$ cat src/rtl/ces_pkg.sv
package ces_pkg;
  typedef enum logic [2:0] {
    ST_IDLE,
    ST_SEL,
    ST_OP,
    ST_ALLP,
    ST_FAIL
  } ces_state_e;

  typedef enum logic [1:0] {
    OP_PROG   = 2'd0,
    OP_ERASE  = 2'd1,
    OP_VERIFY = 2'd2
  } ces_op_e;
endpackage

$ cat src/rtl/ces_prot_lookup.sv
module ces_prot_lookup #(
  parameter int NUM_BLK = 8,
  parameter int BLK_W   = 3
) (
  input  logic [NUM_BLK-1:0] mask_i,
  input  logic [BLK_W-1:0]   blk_i,
  output logic               prot_o,
  output logic               last_o,
  output logic               all_prot_o
);
  localparam logic [BLK_W-1:0] LAST_IDX = BLK_W'(NUM_BLK - 1);

  always_comb begin
    prot_o = 1'b0;
    for (int i = 0; i < NUM_BLK; i++) begin
      if (blk_i == BLK_W'(i)) prot_o = mask_i[i];
    end
  end

  assign last_o     = (blk_i == LAST_IDX);
  assign all_prot_o = &mask_i;
endmodule

$ cat src/rtl/ces_blk_ctr.sv
module ces_blk_ctr #(
  parameter int BLK_W = 3
) (
  input  logic             clk_i,
  input  logic             rst_ni,
  input  logic             clr_i,
  input  logic             inc_i,
  output logic [BLK_W-1:0] blk_o
);
  always_ff @(posedge clk_i or negedge rst_ni) begin
    if (!rst_ni)    blk_o <= '0;
    else if (clr_i) blk_o <= '0;
    else if (inc_i) blk_o <= blk_o + 1'b1;
  end
endmodule

$ cat src/rtl/ces_timer.sv
module ces_timer #(
  parameter int TMO_CYC = 5000
) (
  input  logic clk_i,
  input  logic rst_ni,
  input  logic clr_i,
  input  logic en_i,
  output logic exp_o
);
  localparam int TMR_W = $clog2(TMO_CYC + 1);
  localparam logic [TMR_W-1:0] LIMIT = TMR_W'(TMO_CYC - 1);

  logic [TMR_W-1:0] cnt_q;

  assign exp_o = (cnt_q == LIMIT);

  always_ff @(posedge clk_i or negedge rst_ni) begin
    if (!rst_ni)              cnt_q <= '0;
    else if (clr_i)           cnt_q <= '0;
    else if (en_i && !exp_o)  cnt_q <= cnt_q + 1'b1;
  end
endmodule

$ cat src/rtl/chip_erase_seq.sv
module chip_erase_seq
  import ces_pkg::*;
#(
  parameter int NUM_BLK = 8,
  parameter int TMO_CYC = 5000,
  localparam int BLK_W  = (NUM_BLK > 1) ? $clog2(NUM_BLK) : 1
) (
  input  logic               clk_i,
  input  logic               rst_ni,
  input  logic               start_i,
  input  logic               reset_cmd_i,
  input  logic [NUM_BLK-1:0] prot_mask_i,
  output logic               op_req_o,
  output logic [1:0]         op_kind_o,
  output logic [BLK_W-1:0]   op_blk_o,
  input  logic               op_done_i,
  input  logic               op_pass_i,
  output logic               busy_o,
  output logic               fail_o
);
  ces_state_e state_q, state_d;
  ces_op_e    op_q, op_d;
  logic       blk_clr, blk_inc, tmr_clr, tmr_en;
  logic       prot, last, all_prot, tmr_exp;
  logic [BLK_W-1:0] blk;

  ces_blk_ctr #(.BLK_W(BLK_W)) u_blk (
    .clk_i (clk_i),
    .rst_ni(rst_ni),
    .clr_i (blk_clr),
    .inc_i (blk_inc),
    .blk_o (blk)
  );

  ces_prot_lookup #(.NUM_BLK(NUM_BLK), .BLK_W(BLK_W)) u_lut (
    .mask_i    (prot_mask_i),
    .blk_i     (blk),
    .prot_o    (prot),
    .last_o    (last),
    .all_prot_o(all_prot)
  );

  ces_timer #(.TMO_CYC(TMO_CYC)) u_tmr (
    .clk_i (clk_i),
    .rst_ni(rst_ni),
    .clr_i (tmr_clr),
    .en_i  (tmr_en),
    .exp_o (tmr_exp)
  );

  always_comb begin
    state_d = state_q;
    op_d    = op_q;
    blk_clr = 1'b0;
    blk_inc = 1'b0;
    tmr_clr = 1'b0;
    tmr_en  = 1'b0;
    unique case (state_q)
      ST_IDLE: begin
        if (start_i) begin
          blk_clr = 1'b1;
          tmr_clr = 1'b1;
          state_d = all_prot ? ST_ALLP : ST_SEL;
        end
      end
      ST_SEL: begin
        if (prot) begin
          if (last) state_d = ST_IDLE;
          else      blk_inc = 1'b1;
        end else begin
          state_d = ST_OP;
          op_d    = OP_PROG;
        end
      end
      ST_OP: begin
        if (op_done_i) begin
          unique case (op_q)
            OP_PROG:  op_d = OP_ERASE;
            OP_ERASE: op_d = OP_VERIFY;
            default: begin
              if (!op_pass_i)  state_d = ST_FAIL;
              else if (last)   state_d = ST_IDLE;
              else begin
                blk_inc = 1'b1;
                state_d = ST_SEL;
              end
            end
          endcase
        end
      end
      ST_ALLP: begin
        tmr_en = 1'b1;
        if (tmr_exp) state_d = ST_IDLE;
      end
      ST_FAIL: begin
        // stuck until reset command; block index is not reported
        if (reset_cmd_i) state_d = ST_IDLE;
      end
      default: state_d = ST_IDLE;
    endcase
  end

  always_ff @(posedge clk_i or negedge rst_ni) begin
    if (!rst_ni) begin
      state_q <= ST_IDLE;
      op_q    <= OP_PROG;
    end else begin
      state_q <= state_d;
      op_q    <= op_d;
    end
  end

  assign busy_o    = (state_q != ST_IDLE);
  assign fail_o    = (state_q == ST_FAIL);
  assign op_req_o  = (state_q == ST_OP);
  assign op_kind_o = op_q;
  assign op_blk_o  = blk;
endmodule

$ cat config.mk
export PLATFORM = sky130hd
export DESIGN_NAME = chip_erase_seq
export DESIGN_NICKNAME = d
export VERILOG_FILES = /design/src/rtl/ces_pkg.sv /design/src/rtl/ces_prot_lookup.sv /design/src/rtl/ces_blk_ctr.sv /design/src/rtl/ces_timer.sv /design/src/rtl/chip_erase_seq.sv
export SDC_FILE = /design/constraint.sdc
export NUM_CORES = 1
export LEC_CHECK = 0
export ABC_CLOCK_PERIOD_IN_PS = 5900
export BUFFER_PORTS_ARGS = -buffer_cell sky130_fd_sc_hd__buf_2
export CAP_MARGIN = 10
export CORE_MARGIN = 10
export CORE_UTILIZATION = 35
export DETAILED_ROUTE_END_ITERATION = 8
export PLACE_DENSITY = 0.6
export SYNTH_ARGS = -nofsm -noshare
export SYNTH_HDL_FRONTEND = slang
export SYNTH_SLANG_ARGS = --single-unit
$ cat constraint.sdc
create_clock -name clk_i -period 5.9 [get_ports clk_i]
set_input_delay 0 -clock clk_i [delete_from_list [all_inputs] [get_ports clk_i]]
set_output_delay 0 -clock clk_i [all_outputs]
set_load 0.05 [all_outputs]
After elaboration in Yosys (flattened, before gate mapping)
Index checks and enable logic that the tools add are counted.
{ "word_totals": {"output_inout_bits": 8, "input_bits": 14, "register_bits": 21, "elab_cells": 76} }
{ "op_classes": {"n_eq_ne": 21, "n_addsub": 2, "n_reduce_logical": 13, "mux": 36} }
{ "ops": {"columns": ["op", "count"], "rows": [
  ["3-bit 2-to-1 mux", 10],
  ["13-bit 2-to-1 mux", 2],
  ["1-bit 2-to-1 mux", 17],
  ["3-bit equality test, second input constant", 5],
  ["3-bit case mux with 5 select lines", 1],
  ["13-bit by 1-bit adder with 13-bit output, second input constant", 1],
  ["13-bit equality test, second input constant", 1],
  ["3-bit by 2-bit equality test with 1-bit output, second input constant", 4],
  ["2-bit != test, second input constant", 4],
  ["2-bit case mux with 2 select lines", 2],
  ["8-bit AND reduction", 1],
  ["3-bit by 1-bit equality test with 1-bit output, second input constant", 2],
  ["3-bit zero test", 2],
  ["2-bit 2-to-1 mux", 3],
  ["6-bit AND reduction", 1],
  ["2-bit nonzero test", 3],
  ["2-bit by 1-bit != test with 1-bit output, second input constant", 2],
  ["4-bit AND reduction", 1],
  ["3-bit by 1-bit adder with 3-bit output, second input constant", 1],
  ["3-bit by 1-bit != test with 1-bit output, second input constant", 1],
  ["3-bit != test, second input constant", 1],
  ["3-bit nonzero test", 1],
  ["2-bit by 1-bit equality test with 1-bit output, second input constant", 1],
  ["2-bit zero test", 1],
  ["4 further kinds", 4]
]} }

Depth between registers and ports, before layout
{ "depth": {"depth_word": 13, "mapped_depth": 7, "ltp_nobuf": 7} }

Cells and area by module
Synthesis repeated with hierarchy kept, for this count alone.
{ "unflattened": {"hier_cells": 132, "area_unflattened_um2": 1308.8} }
{ "modules_own_cells": {"columns": ["module", "cells_each", "seq_area_each_um2", "instances", "area_per_inst_um2"], "rows": [
  ["ces_timer", 72, 325.3, 1, 721.9],
  ["chip_erase_seq", 42, 125.1, 1, 362.8],
  ["ces_blk_ctr", 11, 75.1, 1, 136.4],
  ["ces_prot_lookup", 7, 0.0, 1, 87.6]
]} }

Worst setup path before layout
No wires, ideal clock.
{ "synth_timing": {"path_type": "reg-to-reg", "startpoint": "register u_blk.blk_o[0]", "endpoint": "register u_blk.blk_o[1]", "path_buffers": 0, "slack_ns": 3.744, "arrival_ns": 2.018, "stages_incl_launch_ff": 8, "required_time_ns": 5.762, "setup_time_ns": 0.138, "period_less_slack_ns": 2.156, "path_cell_list": "dfrtp_1 > inv_1 > ha_1 > nand3b_1 > a221oi_1 > o22ai_1 > a21oi_1 > o22ai_1"} }
{ "synth_between": {"elab_chain_cells": 12, "elab_cells_between_ends": 26, "classes_between": "add/sub: 1; eq/ne: 7; mux: 16; reduce/logical: 2"} }
{ "synth_lines": {"columns": ["item", "line_no", "source"], "rows": [
  ["from (decl)", "ces_blk_ctr.sv:8", "output logic [BLK_W-1:0] blk_o"],
  ["from (signal assigned)", "ces_blk_ctr.sv:13", "else if (inc_i) blk_o <= blk_o + 1'b1;"],
  ["3-bit zero test", "ces_prot_lookup.sv:16", "if (blk_i == BLK_W'(i)) prot_o = mask_i[i];"],
  ["1-bit 2-to-1 mux (8 in series)", "ces_prot_lookup.sv:16", null],
  ["1-bit 2-to-1 mux", "chip_erase_seq.sv:67", "if (prot) begin"],
  ["1-bit case mux with 2 select lines", "chip_erase_seq.sv:58", "unique case (state_q)"],
  ["2-bit nonzero test (no source line)", null, null]
]} }
Parallel ways exist; a longest one is shown, timed or not. The select of a mux whose other input is x is not followed.
A chain may end at the register's enable or synchronous reset.

Final worst setup path
{ "layout_timing": {"startpoint": "register u_blk.blk_o[0]", "endpoint": "register u_blk.blk_o[0]"} }
Same word-level chain as after synthesis.

==> results.txt <==
- I/O pin count: 22
- Core Area: 4030 um^2
* Number of global-route vias before repair: 1,166
* Post-Place Cells: 220
* Area fraction in and, or, nand and nor cells after synthesis: 29.1%
* Mapped Nets: 175
- Die Height: 84.8 um
- Ranked by instance count, the synthesized netlist is headed by sky130_fd_sc_hd__dfrtp_1 (21), sky130_fd_sc_hd__nand2_1 (14), sky130_fd_sc_hd__inv_1 (12), sky130_fd_sc_hd__nor2_1 (11), sky130_fd_sc_hd__a21oi_1 (8).
- Antenna Violating Nets Remaining: 0
- Number of clock buffers inserted by TritonCTS: 3
- The first global-routing pass estimated 5530 um of wire.
- The floorplan has 23 rows.
- Using the TritonRoute via totals, the vias-per-cell ratio works out to 5.34.
- Post-CTS repair changed the size of 0 cells.
- Hold-critical path depth: 3
- Yosys printed 0 warnings.
* Sequential cell area in the final layout: 526 um^2
- Detailed placement finished with a half-perimeter wire length of 2510 um.
- Number of filler cells placed in the layout: 424
* Stages on the worst setup path: 7
- Kind of cell with the highest combined delay on the critical path: compound AO/OA/AOI/OAI gates
* CP max stage delay: 0.45 ns
* Routed Wire Length: 3290 um
- In the final design database the tool counted 197 nets.
- The worst hold path belongs to the class primary input to flop.
- In this run the critical register-to-register path is captured at u_blk.blk_o[0].
- Post-route clock period utilization: 38.4%
- Multi-input gate area: 867 um^2
* Setup total negative slack: 0 ns
* Synthesized-area fraction occupied by ao, oa, aoi and oai cells: 17.2%
- Main area contributors after synthesis: sky130_fd_sc_hd__dfrtp_1 (36%), sky130_fd_sc_hd__ha_1 (6.0%), sky130_fd_sc_hd__xnor2_1 (4.2%)
- Detailed-route via count: 1,201
- IO buf count: 21
* Pwr per Cell Area: 353 nW/um^2
* Worst Skew: 0.00504 ns
- After detailed routing, the number of remaining DRC violations is 0.
* Leakage power summed over all cells: 0.745 nW
* Origin of the worst min-delay path: prot_mask_i[7]
- Yosys mapped a number of flops with a built-in enable equal to 0.
- Clock transition at the registers of the reported paths: 0.08 ns
- Sequential fraction of the synthesis area: 35.7%
- Global routing used 8.99% of the available tracks across all layers.
- Buffers inserted during post-CTS setup optimization: 0
- After detailed routing, the average wire length per cell comes to 14.6 um.
- Clock insertion delay at the later pin of the skew report: 0.26 ns
* Status: completed
* Initial cell density of the core: 36.5%
- Fraction of layout instances using a drive strength above 1: 18.9%
- Die ar.: 7190 um^2
* Antenna violations before repair: 0
- Number of sinks handled by clock tree synthesis: 21
- For this run, the top clock speed supported by timing is 442 MHz.
* Yosys top cell area share: 35.7%
- At the pin with the least slew margin, the transition time is 0.492 ns.
* Ant. Diodes: 0
- Initial DRC count: 76
- Total buffers and inverters traversed by the critical path: 0
* Minimum clock period: 2.26 ns
- Kind of critical path: flop to flop
- FF-to-FF setup slack: 3.64 ns
- RSZ-0062 raised after global routing: false
- Setup-violating endpoint count in the final report: 0
- The clock passes through at most 2 buffers.
* Total overflow reported by the global router: 0
- Area grow syn2layout: 13.0%
- Summed over all instances, the cell type with the most area after synthesis is sky130_fd_sc_hd__dfrtp_1.
- Worst max-slew margin expressed relative to the limit: 67.2%
- In the synthesized netlist the dominant register cell turns out to be sky130_fd_sc_hd__dfrtp_1.
- Number of storage elements in the synthesis netlist: 21
- Share of flip-flops with an asynchronous set or reset after synthesis: 100%
* Chip Width: 84.8 um
- The slowest stage of the critical path belongs to the cell sky130_fd_sc_hd__dfrtp_1.
* Critical path capture point type: flop
* Beginning of the worst register-to-register path: u_blk.blk_o[0]
- TritonCTS clock tree: built
- Maximum number of pins on one net before global-route repair: 22
- The tool flagged a number of max-cap violations equal to 0.
* IR drop worst, VDD: 0.000237 V
- After the flow finishes, the layout carries non-filler instances totaling 225.
- Final-report hold violation count: 0
- Measured against the total synthesized area, the mux share comes to 1.36%.
- Synth Area in Adders: 5.96%
- In this run the number of H-tree levels came out at 1.
- Walking the worst path, the cells encountered are ha_1 -> ha_1 -> a211oi_1 -> nor3_1 -> o22ai_1 -> a21oi_1 -> o41ai_1.
- Count of different cell masters after synthesis: 49
- WP data arrival: 2.40 ns
- Summing every instance area after synthesis gives 1470 um^2.
- Maximum net fanout on the critical path: 6
* Most common cell in the netlist: sky130_fd_sc_hd__dfrtp_1
* Post-synthesis area per instance: 9.55 um^2
* RD Place Congestion: 0.774
- Number of buffers inserted for hold repair after clock tree synthesis: 1
* Hold Crit Endpoint: op_kind_o[1]
- Worst Reg-to-Reg Cells: 7
- The cell that appears most often on the critical path is sky130_fd_sc_hd__ha_1.
* CTS root buffer: sky130_fd_sc_hd__clkbuf_8
- Number of max-slew violations in the final report: 0
- Type of element launching the critical path: flop
* Required arrival time at the worst endpoint: 6.04 ns
* Synthesized instance count: 154
* Post-synthesis share of cell area spent on xor and xnor gates: 5.36%
- The first detailed-routing pass took 4 iterations.
- By area, the combinational part of the netlist is dominated by simple AND/OR/NAND/NOR gates.
[worst min-delay path, stage by stage]
cell	delay, ns
sky130_fd_sc_hd__buf_2	0.11
sky130_fd_sc_hd__inv_1	0.06
sky130_fd_sc_hd__a311oi_1	0.07
[state kept, by name, indices dropped and copies added (netlist names)]
| name | flops |
|---|---|
| op_kind_o | 2 |
| u_blk.blk_o | 3 |
| state_q | 3 |
| u_tmr.cnt_q | 13 |
[through the flow]
| step | hold WS [ns] | utilization [%] | cell area [um^2] | power (W) | worst slack, ns |
|---|---|---|---|---|---|
| floorplan | -0.296 | - | 1470 | 0.000431 | 3.74 |
| CTS | 0.0218 | 41.2 | 1660 | 0.000591 | 3.63 |
| global placement | -0.00775 | 39.8 | 1610 | 0.000482 | 3.89 |
| finish | 0.0258 | 41.2 | 1660 | 0.000587 | 3.64 |
| detailed placement | 0.00200 | 39.8 | 1610 | 0.000493 | 3.68 |
| global route | 0.0565 | 41.2 | 1660 | 0.000631 | 3.42 |
[layer usage]
layer / vias to the layer above / global-route usage (%) / wire length [um]
met3: 5 / 1.43 / 89
li1: 597 / - / -
met5: - / 0 / 0
met1: 577 / 11.4 / 1550
met2: 22 / 14.8 / 1600
met4: 0 / 3.59 / 44
[worst max path at each step]
stage / startpoint / endpoint
2_1_floorplan: u_blk.blk_o[0] / u_blk.blk_o[1]
3_3_place_gp: u_blk.blk_o[0] / u_blk.blk_o[0]
3_5_place_dp: u_blk.blk_o[0] / u_blk.blk_o[0]
4_1_cts: u_blk.blk_o[0] / u_blk.blk_o[0]
5_1_grt: u_blk.blk_o[0] / u_blk.blk_o[0]
6_report: u_blk.blk_o[0] / u_blk.blk_o[0]
[placed cells by master, fill, tap and decap left out, types with 4 or more instances in the layout]
cell,instances
sky130_fd_sc_hd__a21oi_1,8
sky130_fd_sc_hd__buf_2,21
sky130_fd_sc_hd__dfrtp_1,21
sky130_fd_sc_hd__ha_1,7
sky130_fd_sc_hd__inv_1,12
sky130_fd_sc_hd__nand2_1,14
sky130_fd_sc_hd__nand3_1,4
sky130_fd_sc_hd__nor2_1,11
sky130_fd_sc_hd__nor3_1,4
sky130_fd_sc_hd__xnor2_1,7
[cell type report]
class,instances,share of cell area (%)
clock buffer,3,2.48
tap,50,3.77
inverter,12,2.71
multi-input combinational,116,52.2
timing repair buffer,22,6.93
clock inverter,1,0.301
sequential,21,31.6
[where the power goes]
group	switching [W]	leakage (nW)	internal, W
clock	0.0000489	0.0255	0.0000471
combinational	0.000185	0.432	0.0000981
sequential	0.0000402	0.287	0.000167
total	0.000274	0.745	0.000312
[kinds of logic (layout without fill, tap and decap cells)]
group | count (synthesis) | after routing
and+or+nand+nor | 66 | 66
AOI/OAI and AO/OA | 32 | 32
DFF | 21 | 21
buffers and inverters | 17 | 38
xor gates and xnor gates | 9 | 9
adders and majority gates | 7 | 7
muxes | 2 | 2
Power figures use the tool's default switching activity.
